--- config.mk ---
export PLATFORM = sky130hd
export DESIGN_NAME = addsub_cmp
export DESIGN_NICKNAME = d
export VERILOG_FILES = /design/src/rtl/addsub_cmp.sv
export SDC_FILE = /design/constraint.sdc
export NUM_CORES = 1
export LEC_CHECK = 0
export ABC_CLOCK_PERIOD_IN_PS = 20000
export BUFFER_PORTS_ARGS = -buffer_cell sky130_fd_sc_hd__buf_2
export CAP_MARGIN = 20
export CELL_PAD_IN_SITES_DETAIL_PLACEMENT = 1
export CELL_PAD_IN_SITES_GLOBAL_PLACEMENT = 2
export CORE_UTILIZATION = 20
export DETAILED_ROUTE_END_ITERATION = 10
export PLACE_DENSITY = 0.9
export SETUP_SLACK_MARGIN = 0.2
export SLEW_MARGIN = 25
export SYNTH_ARGS = -nofsm -noshare
export SYNTH_HDL_FRONTEND = slang
export SYNTH_SLANG_ARGS = --single-unit
--- constraint.sdc ---
create_clock -name vclk -period 20
set_clock_uncertainty 0.15 [all_clocks]
set_input_delay 1 -clock vclk [all_inputs]
set_output_delay 1 -clock vclk [all_outputs]
set_load 0.02 [all_outputs]
--- src/rtl/addsub_cmp.sv ---
`timescale 1ns/1ps
module addsub_cmp #(
  parameter int W = 32
) (
  input  logic [W-1:0] a_i,
  input  logic [W-1:0] b_i,
  input  logic         sub_i,
  input  logic [1:0]   cmp_sel_i,
  output logic [W-1:0] sum_o,
  output logic         zero_o,
  output logic         ovf_o,
  output logic         neg_o,
  output logic [W-1:0] cmp_o
);
  localparam int MSB = W - 1;
  localparam logic [1:0] SEL_NONE = 2'b00;
  localparam logic [1:0] SEL_EQ   = 2'b01;
  localparam logic [1:0] SEL_LT   = 2'b10;
  localparam logic [1:0] SEL_LE   = 2'b11;

  logic [W-1:0] xb;
  logic [W-1:0] cin;
  logic         lt;
  logic         bit0;

  assign xb     = b_i ^ {W{sub_i}};
  assign cin[0] = sub_i;

  for (genvar i = 0; i < W; i++) begin : g_rca
    assign sum_o[i] = a_i[i] ^ xb[i] ^ cin[i];
    if (i < MSB) begin : g_carry
      assign cin[i+1] = (a_i[i] & xb[i]) | (cin[i] & (a_i[i] ^ xb[i]));
    end
  end

  assign zero_o = ~|sum_o;
  assign neg_o  = sum_o[MSB];
  assign ovf_o  = (a_i[MSB] ~^ xb[MSB]) & (sum_o[MSB] ^ a_i[MSB]);
  assign lt     = neg_o ^ ovf_o;

  always_comb begin
    unique case (cmp_sel_i)
      SEL_NONE: bit0 = 1'b0;
      SEL_EQ:   bit0 = zero_o;
      SEL_LT:   bit0 = lt;
      SEL_LE:   bit0 = zero_o | lt;
      default:  bit0 = 1'b0;
    endcase
  end

  assign cmp_o = {{(W-1){1'b0}}, bit0};
endmodule

==> summary.txt <==
Placed design
  • HPWL after detailed placement: approximately 4.1 mm
  • PortBufs: about 100
  • Placed insts: between 300 and 400
  • Routability cong.: 0.783

Power
  • Reg power frac: 0%
  • Leakage: 1.17 nW
  • Sw Pwr: approximately 72 uW
  • Combinational share of power: 100.0%
  • Internal power: 42.2 uW
  • Power Density: 56.6 nW/um^2
  • Clock power frac: 0%
  • Total power: 114 uW
  • Maximum VDD drop: 0.0281 mV
  • Sw frac: 63.1%

STA
  • Fin crit share: between 80% and 90%
  • # setup viols final: 0
  • Max-slew violations: 0
  • Final hold vios: 0
  • Minimum clock period: 17.08 ns
  • RSZ-0062 raised after global routing: false
  • Aggregate negative setup slack: 0 ns
  • Max Fclk: approximately 59 MHz

Drt
  • Avg WL per Cell: around 11 um
  • Antenna Nets Post-Route: 0
  • DRC Markers: 0
  • First DRT Iteration DRCs: 18
  • Via count: 1,337
  • Total Wirelength: between 4 and 5 mm
  • Via/cell ratio: ~3.5
  • DRT Pass-1 Iters: 2

Global route
  • Vias in the first global route: roughly 1,400
  • First-pass GRT wire length: a little over 6 mm
  • GRT Resource Usage Total: 10.1%
  • Grt total ovfl: 0
  • Antenna violations before repair: 0
  • Largest net degree at the start of global routing: 21

Worst hold path
  • Worst hold path depth: 3
  • Worst hold path type: input port to primary output

Synth
  • Post-synthesis mux area share: less than 1%
  • Cell variety after synth: 17
  • Post-synthesis cell count: 181
  • Warnings from Yosys: 0
  • Mapped cell area: roughly 1500 um^2
  • Post-Synth Adder-Cell Area: between 40% and 50%
  • Largest family of logic cells by synthesized area: adder cells
  • Post-synthesis sequential area ratio: 0%
  • Synth Area in XOR/XNOR: between 15 and 20%
  • Post-synthesis compound-gate area fraction: 1.07%
  • Post-Synth Simple-Gate Area: 6.23%
  • Syn Area/Cell: around 8.4 um^2

Layout
  • FFs & Latches: 0
  • Area grow syn2layout: 32.3%
  • CLK BUF: 0
  • Share of cells above drive strength 1: a little under two fifths
  • Register area: 0 um^2
  • Nets: around 380
  • Commonest non-fill, non-tap cell in the layout: buf_2
  • Post-route insts no fill: about 380
  • Antenna Cells: 0
  • Most frequent cells in the layout: buf_2, inv_1, fa_1, conb_1, xnor2_1
  • Fill count: a little over 900

Worst setup path
  • Slowest CP cell: fa_1
  • Max incr delay on CP: approximately 0.55 ns
  • Worst-path fanout max: 20
  • CP Launch Point: sub_i
  • CP Depth: 38
  • Critical Path Sink Type: primary output
  • Cell mode on critical path: fa_1
  • CP bufs+invs: 3
  • Critical Path Source Type: input port
  • Worst EP arrival: between 15 and 20 ns
  • WP data required: 18.85 ns
  • Critical path destination: cmp_o[0]
  • Family with the most delay on the worst path: adder cells
  • Critical path class: input port to primary output

Die
  • Core Area: approximately 7300 um^2
  • Row count: 31
  • Starting Density: about a fifth
  • Die height: 89.3 um
  • Chip width: between 80 and 90 um
  • I/O pin count: 134
  • Die ar.: about 8000 um^2

Run status
  • Status: completed

Clock tree
  • Cts hold-fix bufs: 0
  • Post-CTS resize count: 0
  • Setup bufs post-CTS: 0

Run
  • # Max-Cap Violations: 0
cells in the mapped netlist:
cell type	count	area share, %
buf_2	3	0.98
buf_4	33	16
clkbuf_1	1	0.25
conb_1	1	0.25
fa_1	31	41
inv_1	62	15
mux2i_1	1	0.66
nand2_1	3	0.74
nand3_1	2	0.66
nand4_1	6	2.5
nor3_1	1	0.33
o41ai_2	1	1.1
or3_1	2	0.82
or4_1	1	0.49
or4_4	1	0.74
xnor2_1	30	17
xor2_1	2	1.1
per-layer routing:
layer | global-route usage (%) | vias to the layer above | part of all wire (%)
li1 | - | 634 | -
met1 | 11.2 | 619 | 38
met2 | 21.2 | 82 | 53
met3 | 1.29 | 2 | 8.4
met4 | 0.433 | 0 | 0.33
met5 | 0 | - | 0
power by group through the flow:
stage | sequential, mW | clock, mW | combinational [mW]
after global placement | 0 | 0 | 0.114
final | 0 | 0 | 0.114
after floorplan | 0 | 0 | 0.0811
after detailed placement | 0 | 0 | 0.116
after global routing | 0 | 0 | 0.129
after CTS | 0 | 0 | 0.117
how the worst min path moves through the flow:
stage	from	to	slack, ns
after floorplan	a_i[0]	sum_o[0]	1.98
after global placement	a_i[0]	sum_o[0]	2.19
after detailed placement	a_i[0]	sum_o[0]	2.19
after CTS	a_i[0]	sum_o[0]	2.19
after global routing	a_i[0]	sum_o[0]	2.21
final	a_i[0]	sum_o[0]	2.18
cell families after synthesis:
logic type	after synthesis
AOI/OAI and AO/OA	1
xor gates and xnor gates	32
adders and majority gates	31
buffers and inverters	99
muxes	1
other	1
and+or+nand+nor	16
through the flow:
stage               cell area [um^2]  utilization [%]  setup WS (ns)  hold WS, ns
finish                          2020             27.5           2.92         2.18
detailed placement              2020             27.5           2.75         2.19
global route                    2020             27.5           2.31         2.21
floorplan                       1640                -           3.83         1.98
global placement                2020             27.5           3.07         2.19
CTS                             2020             27.5           2.70         2.19
final cells by class:
class	instances	area, um^2	area share [%]
tap	99	124	6.14
inverter	62	233	11.5
timing repair buffer	104	523	25.9
multi-input combinational	112	1140	56.4
(Power assumes the default switching activity.)
